[config.mk]
export PLATFORM = sky130hd
export DESIGN_NAME = rst_vec_seq
export DESIGN_NICKNAME = d
export VERILOG_FILES = /design/src/rtl/rvs_pkg.sv /design/src/rtl/rvs_fsm.sv /design/src/rtl/rvs_arch_regs.sv /design/src/rtl/rvs_addr_gen.sv /design/src/rtl/rst_vec_seq.sv
export SDC_FILE = /design/constraint.sdc
export NUM_CORES = 1
export LEC_CHECK = 0
export ABC_AREA = 1
export CAP_MARGIN = 20
export CORE_ASPECT_RATIO = 1.4
export CORE_MARGIN = 8
export CORE_UTILIZATION = 36
export DETAILED_ROUTE_END_ITERATION = 16
export PLACE_DENSITY_LB_ADDON = 0.12
export SYNTH_ARGS = -nofsm -noshare
export SYNTH_HDL_FRONTEND = slang
export SYNTH_SLANG_ARGS = --single-unit
[constraint.sdc]
create_clock -name clk -period 1.81 [get_ports clk]
set_clock_uncertainty 0.1 [all_clocks]
set_input_delay 0.362 -clock clk [delete_from_list [all_inputs] [get_ports clk]]
set_output_delay 0.362 -clock clk [all_outputs]
set_load 0.02 [all_outputs]
[src/rtl/rvs_pkg.sv]
package rvs_pkg;

    localparam int unsigned XLEN       = 32;
    localparam int unsigned VEC_STRIDE = XLEN / 8;

    typedef enum logic [2:0] {
        ST_RESET,
        ST_VEC_SP,
        ST_VEC_PC,
        ST_FETCH,
        ST_RUN,
        ST_LOCK
    } seq_state_e;

    typedef enum logic [1:0] {
        SRC_NONE,
        SRC_VEC0,
        SRC_VEC1,
        SRC_PC
    } addr_src_e;

    typedef struct packed {
        logic cfg;
        logic sp;
        logic pc;
    } ld_t;

    typedef struct packed {
        logic       trace;
        logic       rsv14;
        logic       sup;
        logic       master;
        logic       rsv11;
        logic [2:0] ipl;
        logic [7:0] ccr;
    } sr_t;

    function automatic sr_t sr_after_reset();
        sr_t v;
        v        = '0;
        v.trace  = 1'b0;
        v.sup    = 1'b1;
        v.master = 1'b0;
        v.ipl    = 3'd7;
        return v;
    endfunction

    function automatic logic is_read_state(seq_state_e s);
        return (s == ST_VEC_SP) || (s == ST_VEC_PC) || (s == ST_FETCH);
    endfunction

endpackage

[src/rtl/rvs_fsm.sv]
module rvs_fsm
    import rvs_pkg::*;
(
    input  logic      clk,
    input  logic      rst,
    input  logic      bus_grant,
    input  logic      bus_rvalid,
    input  logic      bus_err,
    input  logic      rdata_lsb,
    output logic      bus_req,
    output logic      bus_rd,
    output addr_src_e src,
    output ld_t       ld,
    output logic      running,
    output logic      halted
);

    seq_state_e state_q, state_d;
    logic       granted_q, granted_d;
    logic       in_read, done, fail;

    always_comb begin
        in_read = is_read_state(state_q);
        bus_req = in_read;
        bus_rd  = in_read && granted_q;
        fail    = bus_rd && bus_err;
        done    = bus_rd && bus_rvalid && !bus_err;
    end

    always_comb begin
        state_d = state_q;
        unique case (state_q)
            ST_RESET:  state_d = ST_VEC_SP;
            ST_VEC_SP: if (fail) state_d = ST_LOCK;
                       else if (done) state_d = ST_VEC_PC;
            ST_VEC_PC: if (fail || (done && rdata_lsb)) state_d = ST_LOCK;
                       else if (done) state_d = ST_FETCH;
            ST_FETCH:  if (fail) state_d = ST_LOCK;
                       else if (done) state_d = ST_RUN;
            ST_RUN:    state_d = ST_RUN;
            ST_LOCK:   state_d = ST_LOCK;
            default:   state_d = ST_LOCK;
        endcase
    end

    always_comb begin
        if (!in_read || done || fail) granted_d = 1'b0;
        else if (bus_grant)           granted_d = 1'b1;
        else                          granted_d = granted_q;
    end

    always_ff @(posedge clk) begin
        if (rst) begin
            state_q   <= ST_RESET;
            granted_q <= 1'b0;
        end else begin
            state_q   <= state_d;
            granted_q <= granted_d;
        end
    end

    always_comb begin
        ld.cfg  = (state_q == ST_RESET);
        ld.sp   = (state_q == ST_VEC_SP) && done;
        ld.pc   = (state_q == ST_VEC_PC) && done;
        running = (state_q == ST_RUN);
        halted  = (state_q == ST_LOCK);
        unique case (state_q)
            ST_VEC_SP: src = SRC_VEC0;
            ST_VEC_PC: src = SRC_VEC1;
            ST_FETCH:  src = SRC_PC;
            default:   src = SRC_NONE;
        endcase
    end

endmodule

[src/rtl/rvs_arch_regs.sv]
module rvs_arch_regs
    import rvs_pkg::*;
#(
    parameter logic [XLEN-1:0] CFG_D0 = 32'hCF30_6089,
    parameter logic [XLEN-1:0] CFG_D1 = 32'h0120_9000
) (
    input  logic            clk,
    input  logic            rst,
    input  ld_t             ld,
    input  logic [XLEN-1:0] rdata,
    output sr_t             sr,
    output logic [XLEN-1:0] vbr,
    output logic [XLEN-1:0] d0,
    output logic [XLEN-1:0] d1,
    output logic [XLEN-1:0] ssp,
    output logic [XLEN-1:0] pc
);

    always_ff @(posedge clk) begin
        if (rst) begin
            sr  <= sr_after_reset();
            vbr <= '0;
            d0  <= '0;
            d1  <= '0;
            ssp <= '0;
            pc  <= '0;
        end else begin
            if (ld.cfg) begin
                d0 <= CFG_D0;
                d1 <= CFG_D1;
            end
            if (ld.sp) ssp <= rdata;
            if (ld.pc) pc  <= rdata;
        end
    end

endmodule

[src/rtl/rvs_addr_gen.sv]
module rvs_addr_gen
    import rvs_pkg::*;
(
    input  addr_src_e       src,
    input  logic [XLEN-1:0] vbr,
    input  logic [XLEN-1:0] pc,
    output logic [XLEN-1:0] addr
);

    always_comb begin
        unique case (src)
            SRC_VEC0: addr = vbr;
            SRC_VEC1: addr = vbr + XLEN'(VEC_STRIDE);
            SRC_PC:   addr = pc;
            default:  addr = '0;
        endcase
    end

endmodule

[src/rtl/rst_vec_seq.sv]
module rst_vec_seq
    import rvs_pkg::*;
#(
    parameter logic [31:0] CFG_D0 = 32'hCF30_6089,
    parameter logic [31:0] CFG_D1 = 32'h0120_9000
) (
    input  logic        clk,
    input  logic        rst,
    output logic        bus_req,
    output logic        bus_rd,
    output logic [31:0] bus_addr,
    input  logic        bus_grant,
    input  logic        bus_rvalid,
    input  logic        bus_err,
    input  logic [31:0] bus_rdata,
    output logic [15:0] reg_sr,
    output logic [31:0] reg_vbr,
    output logic [31:0] reg_d0,
    output logic [31:0] reg_d1,
    output logic [31:0] reg_ssp,
    output logic [31:0] reg_pc,
    output logic        running,
    output logic        halted
);

    addr_src_e src;
    ld_t       ld;
    sr_t       sr;

    rvs_fsm u_fsm (
        .clk        (clk),
        .rst        (rst),
        .bus_grant  (bus_grant),
        .bus_rvalid (bus_rvalid),
        .bus_err    (bus_err),
        .rdata_lsb  (bus_rdata[0]),
        .bus_req    (bus_req),
        .bus_rd     (bus_rd),
        .src        (src),
        .ld         (ld),
        .running    (running),
        .halted     (halted)
    );

    rvs_arch_regs #(.CFG_D0(CFG_D0), .CFG_D1(CFG_D1)) u_regs (
        .clk   (clk),
        .rst   (rst),
        .ld    (ld),
        .rdata (bus_rdata),
        .sr    (sr),
        .vbr   (reg_vbr),
        .d0    (reg_d0),
        .d1    (reg_d1),
        .ssp   (reg_ssp),
        .pc    (reg_pc)
    );

    rvs_addr_gen u_addr (
        .src  (src),
        .vbr  (reg_vbr),
        .pc   (reg_pc),
        .addr (bus_addr)
    );

    assign reg_sr = sr;

endmodule

==> qor.yml, run 1 <==
status: "finished with violations"
violations: "negative setup slack"
yosys.cell_types.count: 21
via_per_inst: 4.23
n_fill_cell: 951
ys_ff_latch: 69
p_total_w: 0.00530
yosys-top-cells-count: "169 x nor2_1, 111 x buf_4, 69 x dfxtp_1"
htree_levels: 3
overflow: 0
slew_violations: 0
rsz0062_at_grt: "true"
synth_edf_count: 0
crit_type: "register to output port"
final_area_um2: 5660
grt_pass1_vias: 3391
cp.arrival_ps: 1350
finalSetupViolCount: 2
fmax_mhz: 551
setup.worst_path.start_class: "register"
fin_crit_ps: 1820
fin_crit_sh_pct: 100
gp_congestion: 0.790
detailroute.via_count: 3423
worstSkewPairLatency_ps: 330
cts-root-buf: "clkbuf_16"
antenna_cells: 0
cellPowerDensity_nw_per_um2: 935
avgSynthCellArea_um2: 7.09
fin_nets: 708
worst_ir_drop_vdd_v: 0.000582
cp-end-kind: "output port"
drt-wirelength-per-cell_um: 15.0
die_w_um: 101
post_dp_cell_area_um2: 5030
drt_first_pass_iters: 4
synthCells: 517
dp_slack_ps: -158
synth_most_common_cell: "nor2_1"
synth_top_area_share_pct: 37.7
final_hold_viol_count: 0
grt_first_pass_wirelength_um: 17400
start_util_pct: 37.0
worstPathRequired_ps: 1350
clock_path_buffers: 2
area_growth_pct: 54.4
cts_made_buffers: 9
synth-main-ff-cell: "dfxtp_1"
grt.total_usage_pct: 16.4
p_leak_nw: 2.73
synthArstFlopShare_pct: 0
yosysTopAreaCell: "dfxtp_1"
clk_pin_slew_worst_paths_ps: 50
crit_fanout: 7
routed_wl_um: 12100
antenna_found_initial: 0
synth_area_um2: 3670
fp.dieH_um: 135
row_count: 43
die-area_um2: 13700
initialDrtViolationCount: 78
cts.sinks: 69
cts_tree: "built"
hpwl_um: 8830
ios: 249
utilization_pct: 57.2
core_um2: 9900
grt_max_degree: 44
fin_hold_ws_ps: 378
setup_ws_ps: -5.54
synthTopCellsByArea: "dfxtp_1 38%, buf_4 23%, nor2_1 17%"
io_buffers: 153
drv_cap: 0
postCtsHoldBufs: 0
yosysSeqAreaShare_pct: 37.7
drtAntennaViolNets: 0
holdCritPathClass: "register to register"
drc: 0
final_layout_size_suffix_gt1_share_pct: 19.0
yosys_warnings: 0
==> repair_timing <==
item / CTS / global route
resized for setup: 203 / 102
pin swaps: 0 / 2
endpoints found under the setup margin: 60 / 51
hold endpoints to repair: 0 / 0
setup buffers: 1 / 1
cloned: 2 / 1
==> worst paths after layout <==
| path | startpoint | endpoint | slack [ps] | cells after the start |
|---|---|---|---|---|
| max | u_fsm.state_q[2] | bus_addr[16] | -6 | 7 |
| min | u_regs.ssp[6] | u_regs.ssp[6] | 380 | 2 |
| max reg2reg | u_fsm.state_q[1] | u_regs.ssp[6] | 130 | 9 |
| min reg2reg | u_regs.ssp[6] | u_regs.ssp[6] | 380 | 2 |
==> critical path, cell delays in order (launching register included) <==
cell and delay (ps):
dfxtp_2 320, inv_2 70, nand2_4 60, inv_4 70, nand2_8 90, clkbuf_16 200, nor2_2 100, buf_6 120
==> metal layers <==
layer	share of wire [%]	wire length, µm	track usage [%]	vias to the layer above
li1	-	-	-	1682
met1	36	4370	16.2	1552
met2	52	6360	30.2	171
met3	9.5	1160	5.09	18
met4	2.0	244	7.48	0
met5	0	0	0	-
==> logic make-up after synthesis <==
kind of cell	share of synthesized area, %
compound gates	9.14
buf+inv	30.4
flops	37.7
other cells	0.205
simple gates	22.6
==> placed cells by master, fill, tap and decap left out, types with 22 or more instances in the layout <==
cell type and instances:
nor2_1 141, inv_1 37, buf_6 27, buf_4 26, dlygate4sd2_1 24, dfxtp_1 66
o21ai_0 46, conb_1 95, nor2_4 22, clkdlybuf4s50_1 78
==> through the flow <==
| step | TNS, ps | std cells |
|---|---|---|
| floorplan | 0 | 610 |
| global route | -1990 | 810 |
| detailed placement | -5990 | 790 |
| global placement | -5150 | 790 |
| CTS | -928 | 808 |
| finish | -6.45 | 810 |
==> cell type report <==
cell class	instances	area [µm²]	share of cell area, %
multi-input combinational	364	1720	30.4
timing repair buffer	183	1900	33.5
clock buffer	9	225	3.98
inverter	44	169	2.98
clock inverter	6	88.8	1.57
sequential	69	1390	24.5
tap	135	169	2.98
==> flip-flops by register name, indices dropped and copies added (netlist names) <==
register	cells
u_fsm.granted_q	1
u_fsm.state_q	3
u_regs.d1	1
u_regs.pc	32
u_regs.ssp	32
==> where the power goes <==
group          switching [W]  internal, W
Clock               0.000645      0.00120
Combinational        0.00113     0.000678
Sequential         0.0000603      0.00159
Total                0.00183      0.00346
(Power assumes the default switching activity.)
==> run 2, diff against run 1 <==
- CTS_CLUSTER_DIAMETER: not set -> 100
- PLACE_DENSITY: not set -> 0.91
- PLACE_DENSITY_LB_ADDON: 0.12 -> not set
==> qor.yml, run 2 (same netlist as run 1, synthesis figures left out) <==
reg2regPathDepth: 10  # +1
grt_first_pass_wirelength_um: 17100  # -1.8%
io_buffers: 153  # unchanged
drc: 0  # unchanged
fin_crit_sh_pct: 103  # +2.9 points
final_hold_viol_count: 0  # unchanged
drt-wirelength-per-cell_um: 14.7  # -2.2%
crit_path_start: "u_fsm.state_q[2]"
cts_made_buffers: 9  # unchanged
grt_max_degree: 36  # -18%
area_growth_pct: 48.0
worstPathRequired_ps: 1350  # about the same
layout_common_cells: "156 x nor2_1, 95 x conb_1, 82 x clkdlybuf4s50_1"
status: "finished with violations"
fmax_mhz: 535  # -2.8%
finalSetupViolCount: 7  # +5
r2r_setup_slack_ps: 140  # about the same
fin_crit_ps: 1870  # +53.1 ps
fp.dieH_um: 135  # unchanged
antenna_cells: 0  # unchanged
setup_ws_ps: -58.6  # -53.1 ps
start_util_pct: 37.0  # unchanged
rsz0062_at_grt: "true"
core_um2: 9900  # unchanged
cts_tree: "built"
cp.arrival_ps: 1410  # +60 ps
crit_fanout: 4  # -3
grt_pass1_vias: 3341  # -1.5%
routed_wl_um: 11900  # -2.2%
gp_congestion: 0.800  # +1.2%
drt_first_pass_iters: 4  # unchanged
antenna_found_initial: 0  # unchanged
crit_end: "bus_addr[18]"
overflow: 0  # unchanged
slew_violations: 0  # unchanged
stdcell_count: 810  # unchanged
cts-root-buf: "clkbuf_16"
fin_hold_ws_ps: 377  # -0.881 ps
drtAntennaViolNets: 0  # unchanged
crit_type: "register to output port"
placed_cells: 789  # -0.13%
worstSkewPairLatency_ps: 330  # about the same
fin_nets: 707  # -0.14%
min_path_cells: 2  # unchanged
p_leak_nw: 2.67  # -2.2%
hpwl_um: 9020  # +2.1%
cellPowerDensity_nw_per_um2: 951  # +1.7%
final_layout_size_suffix_gt1_share_pct: 16.4  # -2.5 points
dp_slack_ps: -184  # -25.7 ps
htree_levels: 3  # unchanged
worst_ir_drop_vdd_v: 0.000482  # -17%
worstReg2RegEnd: "u_regs.ssp[1]"
clock_path_buffers: 2  # unchanged
ios: 249  # unchanged
die-area_um2: 13700  # unchanged
violations: "negative setup slack"
row_count: 43  # unchanged
via_per_inst: 4.16  # -1.5%
regToRegStartpoint: "u_fsm.state_q[0]"
initialDrtViolationCount: 98  # +26%
cts.sinks: 69  # unchanged
mostFrequentLayoutCell: "nor2_1"
detailroute.via_count: 3373  # -1.5%
drv_cap: 0  # unchanged
grt.total_usage_pct: 16.0  # -0.36 points
holdCritPathClass: "register to register"
top_regs: "u_regs.pc (32), u_regs.ssp (32), u_fsm.state_q (3)"
clk_pin_slew_worst_paths_ps: 60  # about the same
setup.worst_path.start_class: "register"
die_w_um: 101  # unchanged
cp-end-kind: "output port"
-- run 2: cell types whose count changed in the layout (fill, tap and decap cells not counted), moves of 4 or more --
cell,change
buf_6,-11
buf_4,+11
clkdlybuf4s50_1,+4
nor2_1,+15
nor2_4,-12
-- run 2: cell type report --
| type | instances | area, µm² |
|---|---|---|
| fill | 948 | 4470 |
| clock buffer | 11 | 253 |
| clock inverter | 5 | 81.3 |
| inverter | 44 | 168 |
| sequential | 69 | 1380 |
| multi-input combinational | 364 | 1600 |
| timing repair buffer | 182 | 1770 |
| tap | 135 | 169 |
-- run 2: metal layers --
| layer | GRT usage (%) | share of wire [%] |
|---|---|---|
| met5 | 0 | 0 |
| met4 | 8.48 | 2.6 |
| met3 | 4.73 | 9.6 |
| met2 | 30.4 | 54 |
| met1 | 14.8 | 34 |
-- run 2: where the power goes --
| group | switching (W) | internal (W) | total [W] |
|---|---|---|---|
| logic | 0.00103 | 0.000575 | 0.00160 |
| registers | 0.0000366 | 0.00158 | 0.00162 |
| clock network | 0.000662 | 0.00128 | 0.00195 |
| total | 0.00173 | 0.00344 | 0.00516 |
-- run 2: critical path, cell delays in order (launching register included) --
cell,delay (ps)
dfxtp_2,320
inv_2,50
nand2_2,50
inv_2,70
nand2_4,80
buf_8,140
buf_6,130
nor2_4,110
buf_6,120
-- run 2: how the worst min path moves through the flow --
stage,start,endpoint
final,u_regs.ssp[6],u_regs.ssp[6]
after global routing,u_regs.ssp[0],u_regs.ssp[0]
after CTS,u_regs.ssp[27],u_regs.ssp[27]
after detailed placement,u_regs.ssp[4],u_regs.ssp[4]
after global placement,u_regs.ssp[18],u_regs.ssp[18]
after floorplan,rst,u_regs.d1[12]
-- run 2: timing repair --
action,CTS,global route
gates cloned,1,0
gates resized for setup,187,62
hold buffers,0,0
endpoints found under the setup margin,57,82
pin swaps,0,2
hold endpoints to repair,0,0
buffers inserted,2,2
-- run 2: metrics by stage --
stage	utilization, %	area [µm²]	power (W)	setup TNS [ps]
global placement	50.3	4980	0.00324	-7130
detailed placement	50.3	4980	0.00326	-9990
CTS	53.0	5250	0.00517	-547
finish	54.8	5430	0.00516	-235
floorplan	-	4020	0.00286	0
global route	54.8	5430	0.00540	-1070
